<file path="src/rtl/tmr_pkg.sv">
`timescale 1ns/1ps
package tmr_pkg;
  // Divider ratio for a channel: the last channel runs fast, the others slow.
  function automatic int chan_div(input int idx, input int n_ch,
                                  input int slow, input int fast);
    return (idx == n_ch - 1) ? fast : slow;
  endfunction
endpackage

</file>
<file path="src/rtl/tmr_prescaler.sv">
`timescale 1ns/1ps
module tmr_prescaler #(
  parameter int DIV = 128
) (
  input  logic clk,
  input  logic rst,
  input  logic restart,
  input  logic run,
  output logic step
);
  localparam int PW = (DIV > 1) ? $clog2(DIV) : 1;

  logic [PW-1:0] div_q;
  logic          at_end;

  assign at_end = (div_q == PW'(DIV - 1));
  assign step   = run && at_end;

  always_ff @(posedge clk) begin
    if (rst || restart)
      div_q <= '0;
    else if (run)
      div_q <= at_end ? '0 : div_q + 1'b1;
  end
endmodule

</file>
<file path="src/rtl/tmr_channel.sv">
`timescale 1ns/1ps
module tmr_channel #(
  parameter int PER_W = 8,
  parameter int CNT_W = 4,
  parameter int DIV   = 128
) (
  input  logic             clk,
  input  logic             rst,
  input  logic             en,
  input  logic             tick,
  input  logic             per_wr,
  input  logic [PER_W-1:0] per_data,
  input  logic             cnt_clr,
  output logic [CNT_W-1:0] cnt
);
  logic             en_q;
  logic             rise;
  logic             run;
  logic             step;
  logic             wrap;
  logic [PER_W-1:0] period_q;
  logic [PER_W-1:0] stage_q;
  logic [PER_W:0]   period_eff;
  logic [PER_W:0]   stage_nxt;
  logic [CNT_W-1:0] cnt_q;

  assign rise = en && !en_q;
  assign run  = en && !rise && tick;

  tmr_prescaler #(.DIV(DIV)) u_pre (
    .clk     (clk),
    .rst     (rst),
    .restart (rise),
    .run     (run),
    .step    (step)
  );

  // A zero period selects the full 2**PER_W range.
  assign period_eff = {(period_q == '0), period_q};
  assign stage_nxt  = {1'b0, stage_q} + 1'b1;
  assign wrap       = step && (stage_nxt >= period_eff);

  always_ff @(posedge clk) begin
    if (rst)
      en_q <= 1'b0;
    else
      en_q <= en;
  end

  always_ff @(posedge clk) begin
    if (rst)
      period_q <= '0;
    else if (per_wr && (per_data != period_q))
      period_q <= per_data;
  end

  always_ff @(posedge clk) begin
    if (rst || rise)
      stage_q <= '0;
    else if (step)
      stage_q <= wrap ? '0 : stage_nxt[PER_W-1:0];
  end

  // Clear outranks a coincident increment.
  always_ff @(posedge clk) begin
    if (rst || rise)
      cnt_q <= '0;
    else if (cnt_clr)
      cnt_q <= '0;
    else if (wrap)
      cnt_q <= cnt_q + 1'b1;
  end

  assign cnt = cnt_q;
endmodule

</file>
<file path="src/rtl/tmr_regif.sv">
`timescale 1ns/1ps
module tmr_regif #(
  parameter int NUM_CH   = 3,
  parameter int ADDR_W   = 8,
  parameter int DATA_W   = 8,
  parameter int CNT_W    = 4,
  parameter int PER_BASE = 'hFA,
  parameter int CNT_BASE = 'hFD
) (
  input  logic                          clk,
  input  logic                          rst,
  input  logic [ADDR_W-1:0]             addr,
  input  logic                          wr_en,
  input  logic                          rd_en,
  input  logic [NUM_CH-1:0][CNT_W-1:0]  cnt_all,
  output logic [NUM_CH-1:0]             per_wr,
  output logic [NUM_CH-1:0]             cnt_clr,
  output logic [DATA_W-1:0]             rdata
);
  logic [NUM_CH-1:0] cnt_hit;

  for (genvar i = 0; i < NUM_CH; i++) begin : g_dec
    localparam logic [ADDR_W-1:0] PA = ADDR_W'(PER_BASE + i);
    localparam logic [ADDR_W-1:0] CA = ADDR_W'(CNT_BASE + i);
    assign per_wr[i]  = wr_en && (addr == PA);
    assign cnt_hit[i] = (addr == CA);
    assign cnt_clr[i] = (wr_en || rd_en) && cnt_hit[i];
  end

  always_ff @(posedge clk) begin
    if (rst) begin
      rdata <= '0;
    end else if (rd_en) begin
      rdata <= '0;
      for (int i = 0; i < NUM_CH; i++)
        if (cnt_hit[i])
          rdata <= DATA_W'(cnt_all[i]);
    end
  end
endmodule

</file>
<file path="src/rtl/tri_interval_timer.sv">
`timescale 1ns/1ps
module tri_interval_timer #(
  parameter int NUM_CH   = 3,
  parameter int ADDR_W   = 8,
  parameter int DATA_W   = 8,
  parameter int PER_W    = 8,
  parameter int CNT_W    = 4,
  parameter int SLOW_DIV = 128,
  parameter int FAST_DIV = 16,
  parameter int PER_BASE = 'hFA,
  parameter int CNT_BASE = 'hFD
) (
  input  logic              clk,
  input  logic              rst,
  input  logic              base_tick,
  input  logic [NUM_CH-1:0] chan_en,
  input  logic [ADDR_W-1:0] addr,
  input  logic [DATA_W-1:0] wdata,
  input  logic              wr_en,
  input  logic              rd_en,
  output logic [DATA_W-1:0] rdata
);
  logic [NUM_CH-1:0][CNT_W-1:0] cnt_all;
  logic [NUM_CH-1:0]            per_wr;
  logic [NUM_CH-1:0]            cnt_clr;

  tmr_regif #(
    .NUM_CH(NUM_CH), .ADDR_W(ADDR_W), .DATA_W(DATA_W), .CNT_W(CNT_W),
    .PER_BASE(PER_BASE), .CNT_BASE(CNT_BASE)
  ) u_regif (
    .clk     (clk),
    .rst     (rst),
    .addr    (addr),
    .wr_en   (wr_en),
    .rd_en   (rd_en),
    .cnt_all (cnt_all),
    .per_wr  (per_wr),
    .cnt_clr (cnt_clr),
    .rdata   (rdata)
  );

  for (genvar i = 0; i < NUM_CH; i++) begin : g_ch
    localparam int DIV = tmr_pkg::chan_div(i, NUM_CH, SLOW_DIV, FAST_DIV);
    tmr_channel #(.PER_W(PER_W), .CNT_W(CNT_W), .DIV(DIV)) u_chan (
      .clk      (clk),
      .rst      (rst),
      .en       (chan_en[i]),
      .tick     (base_tick),
      .per_wr   (per_wr[i]),
      .per_data (wdata[PER_W-1:0]),
      .cnt_clr  (cnt_clr[i]),
      .cnt      (cnt_all[i])
    );
  end
endmodule

</file>
<file path="config.mk">
export PLATFORM = sky130hd
export DESIGN_NAME = tri_interval_timer
export DESIGN_NICKNAME = d
export VERILOG_FILES = /design/src/rtl/tmr_pkg.sv /design/src/rtl/tmr_prescaler.sv /design/src/rtl/tmr_channel.sv /design/src/rtl/tmr_regif.sv /design/src/rtl/tri_interval_timer.sv
export SDC_FILE = /design/constraint.sdc
export NUM_CORES = 1
export LEC_CHECK = 0
export BUFFER_PORTS_ARGS = -buffer_cell sky130_fd_sc_hd__buf_2
export CAP_MARGIN = 0
export CORE_MARGIN = 2
export CORE_UTILIZATION = 55
export DETAILED_ROUTE_END_ITERATION = 10
export PLACE_DENSITY = 0.79
export SYNTH_ARGS = -nofsm -noshare
export SYNTH_HDL_FRONTEND = slang
export SYNTH_HIERARCHICAL = 1
export SYNTH_SLANG_ARGS = --single-unit
</file>
<file path="constraint.sdc">
create_clock -name clk -period 4.3 [get_ports clk]
set_input_delay 0 -clock clk [delete_from_list [all_inputs] [get_ports clk]]
set_output_delay 0 -clock clk [all_outputs]
set_load 0.02 [all_outputs]
</file>
# Word level (Yosys, flattened, before mapping)
# Index checks and enable logic that the tools add are counted.
[op_classes]
muxes = 9
n_addsub = 9
n_eq_ne = 12
n_lt_le_gt_ge = 3
n_bitwise = 0
div = 0
n_reduce_logical = 40
shift = 0
mul = 0
[op_table]
columns = ["operator", "count"]
rows = [
  ["8-bit equality test (second input constant)", 6],
  ["8-bit by 1-bit adder with 9-bit output (second input constant)", 3],
  ["9-bit >= comparator", 3],
  ["1-bit logical AND", 24],
  ["8-bit zero test", 3],
  ["8-bit two-way mux", 3],
  ["8-bit inequality test", 3],
  ["4-bit by 1-bit adder with 4-bit output (second input constant)", 4],
  ["4-bit two-way mux", 4],
  ["7-bit by 1-bit adder with 7-bit output (second input constant)", 2],
  ["7-bit equality test (second input constant)", 2],
  ["7-bit two-way mux", 2],
  ["1-bit zero test", 6],
  ["2-bit OR reduction", 3],
  ["4-bit equality test (second input constant)", 1],
  ["1-bit logical OR", 4],
]
[totals]
inputBits = 24
ramBits = 0
word_cells = 89
latchBits = 0
register_bits = 89
n_memories = 0
out_inout_bits = 8
mem_bits_ro = 0

# Depth between registers and ports, before layout
[logic_depth]
word_depth = 8
mapped_depth = 10
ltp_nobuf = 10

# Hierarchy
# The synthesis kept the hierarchy.
[by_module_without_submodules]
columns = ["module", "area_each_um2", "instances", "seq_area_each_um2", "cells_per_inst"]
rows = [
  ["tmr_channel", 1380.1, 3, 420.4, 152],
  ["tmr_prescaler at g_ch[0].u_chan.u_pre ...", 350.3, 2, 140.1, 43],
  ["tmr_regif", 386.6, 1, 80.1, 42],
  ["tmr_prescaler at g_ch[2].u_chan.u_pre", 173.9, 1, 80.1, 17],
]

# Worst setup path before layout
# OpenSTA, ideal clock, no wires.
[synth_timing]
path_type = "register to register"
from = "register g_ch[2].u_chan.stage_q[0]"
to = "register g_ch[2].u_chan.cnt_q[2]"
stages_incl_launch_ff = 11
required_time_ns = 4.230
arrival_ns = 2.401
period_less_slack_ns = 2.471
setup_time_ns = 0.070
path_buffers = 0
path_slack_ns = 1.829
cell_sequence = "dfxtp_1 -> ha_1 -> and3_1 -> and3_1 -> and3_1 -> ha_1 -> a211oi_1 -> nand2_1 -> o21ai_1 -> or4_1 -> a21boi_1"
[synth_via]
elab_chain_cells = 3
[synth_lines]
columns = ["element", "line_no", "rtl"]
rows = [
  ["start: declaration", "tmr_channel.sv:22", "logic [PER_W-1:0] stage_q;"],
  ["start signal: assignment", "tmr_channel.sv:61", "stage_q <= wrap ? '0 : stage_nxt[PER_W-1:0];"],
  ["8-bit by 1-bit adder with 9-bit output", "tmr_channel.sv:40", "assign stage_nxt = {1'b0, stage_q} + 1'b1;"],
  ["9-bit >= comparator", "tmr_channel.sv:41", "assign wrap = step && (stage_nxt >= period_eff);"],
  ["1-bit logical AND", "tmr_channel.sv:41", ""],
  ["end signal: assignment", "tmr_channel.sv:71", "cnt_q <= cnt_q + 1'b1;"],
  ["end: declaration", "tmr_channel.sv:25", "logic [CNT_W-1:0] cnt_q;"],
]
# Every way passes these cells.
# A chain may end at the register's enable or synchronous reset.

# Worst setup path after layout
[layout_timing]
from = "register g_ch[1].u_chan.stage_q[0]"
to = "register g_ch[1].u_chan.stage_q[0]"
[layout_via]
elab_chain_cells = 4
[layout_lines]
columns = ["element", "line_no"]
rows = [
  ["start: declaration", "tmr_channel.sv:22"],
  ["start signal: assignment", "tmr_channel.sv:61"],
  ["8-bit by 1-bit adder with 9-bit output (*)", "tmr_channel.sv:40"],
  ["9-bit >= comparator", "tmr_channel.sv:41"],
  ["1-bit logical AND", "tmr_channel.sv:41"],
  ["8-bit two-way mux (*)", "tmr_channel.sv:61"],
]
# Every way passes the cells marked *; elsewhere a longest branch is shown, timed or not.

==> results.yml <==
run_status:
  status: "finished clean"
clocking:
  clk_path_buf_depth: 2
  cts_tree: "done"
  htreeDepth: 3
  clk_latency_ps: 360
  post_cts_resized: 0
  clk_pin_slew_ps: 90
  cts_root_buf: "clkbuf_8"
  cts.sinks: 85
  post_cts_buffers: 0
  cts_inserted_buffers: 9
power_and_ir_drop:
  leakage_nw: 2.54
  p_sw_frac: 0.236
  p_seq_frac: 0.526
  combPwrFrac: 0.059
  p_clk_frac: 0.416
  p_sw_uw: 355
  ir_drop_v: 0.000149
  finalPower_mw: 1.50
  p_per_area_nw_per_um2: 255
  internal_power_mw: 1.15
worst_setup_path:
  path_cells: "ha_1 > and3_1 > and3_1 > and3_1 > ha_1 > a211oi_1 > nand2_1 > o21ai_1 > o21ai_0 > a21oi_1"
  crit_path_frequent_cell: "and3_1"
  start_kind: "flip-flop"
  worstSetupPathType: "reg -> reg"
  path_buf_inv: 0
  cpPeakStageDelay_ps: 470
  end_kind: "flip-flop"
  worstPathRequired_ps: 4590
  slowest_stage: "o21ai_1"
  crit_arrival_ps: 3140
  critical_path.max_fanout: 7
  crit_family: "compound AO/OA/AOI/OAI gates"
timing:
  post-route-min-period_ps: 2850
  rsz0062_at_grt: "false"
  hold_viol: 0
  whs_ps: 22.6
  fmax_mhz: 351
  skew_ps: 7.49
  worst_slew_pin_slew_ps: 724
  tns_ps: 0
  relSlewSlack: 0.513
  period_share: 0.663
  drv_slew: 0
  worst_slack_ps: 1450
  finalSetupViolCount: 0
logic_synthesis:
  syn_area_um2: 5400
  synth_seq_area_share: 0.315
  syn_inst: 601
  avgSynthCellArea_um2: 8.99
  yosys_warnings: 6
  synth_edf_count: 0
  synth_cell_types: 54
  synth-main-ff-cell: "dfxtp_1"
  synth-seq-cells: 85
  async_flop_share: 0
placed_design:
  post-place-ws_ps: 1530
  routabilityCongestion: 0.860
  io_buffer_count: 27
  dp_cells: 748
  place_hpwl_um: 8390
grt:
  grt_max_degree: 40
  antenna_found_initial: 0
  grt-ovfl-total: 0
  grt_pass1_vias: 4168
  grt_first_pass_wirelength_um: 18700
  grtUsageTotal: 0.223
floorplanning:
  io_pins: 32
  core_area_um2: 9640
  die_area_um2: 10600
  fp-row-count: 36
  die_h_um: 103
  initial_core_util: 0.560
  dieWidth_um: 103
routing:
  postRouteAntennaNets: 0
  first_pass_iters: 4
  wire_per_inst_um: 14.7
  routed_via_density: 5.67
  via_count: 4368
  first_iter_violations: 134
  totalWireLength_um: 11300
  drc: 0
layout:
  areaGrowthSynthToFinish_pct: 9.38
  layout-drive-gt1-share: 0.133
  layout.nets: 692
  layout_common_cells: "85 x dfxtp_1, 46 x nand2_1, 39 x nor2_1"
  instances_no_fill: 770
  num_antenna_cells: 0
  final_common_cell: "dfxtp_1"
run:
  drv_cap: 0
hold_path:
  min_path_type: "in -> reg"
==> tightest hold or removal path, delay by kind of cell <==
family / cells / cell delay [ps]
mux: 1 / 90
simple gates: 1 / 70
buf+inv: 1 / 190
==> layout make-up <==
| class | count | area [um^2] |
|---|---|---|
| clock buffer | 10 | 128 |
| sequential | 85 | 1700 |
| multi-input combinational | 473 | 3510 |
| fill | 840 | 3730 |
| timing repair buffer | 35 | 210 |
| tap | 133 | 166 |
| inverter | 28 | 105 |
| clock inverter | 6 | 87.6 |
==> worst paths after layout <==
path	startpoint	to	slack, ps	depth (start not counted)
worst max register to register	g_ch[1].u_chan/stage_q[0]	g_ch[1].u_chan/stage_q[0]	1450	10
worst min-delay path	wdata[5]	g_ch[2].u_chan/period_q[5]	20	3
worst min register to register	u_regif/rdata[2]	u_regif/rdata[2]	480	1
worst max-delay path	g_ch[1].u_chan/stage_q[0]	g_ch[1].u_chan/stage_q[0]	1450	10
==> state kept, by name, summed over array words and instances, names as in the netlist <==
signal / flops
g_ch.u_chan/period_q: 24
g_ch.u_chan/stage_q: 24
g_ch.u_chan/u_pre/div_q: 18
g_ch.u_chan/cnt: 12
u_regif/rdata: 4
g_ch.u_chan/en_q: 3
==> logic make-up (layout without fill, tap and decap cells) <==
logic type                 count (synthesis)  in the layout  synth area share
muxes                                     38             38            0.0704
DFF                                       85             85             0.315
other                                      1              4          0.000694
AOI/OAI and AO/OA                         94             94             0.124
buffers and inverters                     46             79            0.0373
xor gates and xnor gates                  58             58            0.0940
and+or+nand+nor                          243            243             0.275
adders and majority gates                 36             36            0.0834
==> power groups by stage <==
stage | combinational [mW] | clock [mW] | sequential [mW]
after floorplan | 0.0563 | 0 | 0.808
after global placement | 0.0810 | 0 | 0.809
after detailed placement | 0.0834 | 0 | 0.809
after CTS | 0.0879 | 0.641 | 0.790
after global routing | 0.0968 | 0.676 | 0.791
final | 0.0883 | 0.625 | 0.790
==> cell usage after synthesis, types with 4 or more instances <==
library cell / count / area [um^2]
dfxtp_1: 85 / 1700
nand2_1: 46 / 173
nor2_1: 39 / 146
mux2i_1: 38 / 380
ha_1: 36 / 450
xor2_1: 30 / 263
inv_1: 28 / 105
xnor2_1: 28 / 245
nand2b_1: 20 / 125
a21oi_1: 19 / 95.1
and3_1: 18 / 113
nor2b_1: 16 / 100
nand4_1: 14 / 87.6
or3_1: 11 / 68.8
o21ai_0: 10 / 50.1
o22ai_1: 10 / 62.6
and2_1: 9 / 56.3
nor3b_2: 9 / 113
buf_2: 8 / 40.0
nor3_1: 8 / 40.0
nor4_1: 8 / 50.1
nand3_1: 7 / 35.0
and3b_1: 6 / 52.6
nor2_2: 6 / 37.5
o211ai_1: 6 / 45.0
a211oi_1: 5 / 37.5
buf_4: 5 / 37.5
clkbuf_1: 5 / 18.8
o2111ai_1: 5 / 43.8
o31ai_1: 5 / 37.5
or2_2: 5 / 31.3
a22o_1: 4 / 35.0
==> metrics by stage <==
step	utilization	cell area [um^2]
2_1_floorplan	-	5410
3_3_place_gp	0.584	5630
3_5_place_dp	0.584	5630
4_1_cts	0.613	5910
5_1_grt	0.613	5910
6_report	0.613	5910
==> per-layer routing <==
metal | global-route usage | routed length (um)
met5 | 0 | 0
met4 | 0.0840 | 157
met3 | 0.0427 | 369
met2 | 0.388 | 5750
met1 | 0.272 | 5030
==> what timing repair did <==
action | 4_1_cts | 5_1_grt
endpoints found under the setup margin | 0 | 0
hold endpoints to repair | 8 | 0
hold buffers | 6 | 0
Note: power is estimated with default switching activity, not from simulation.
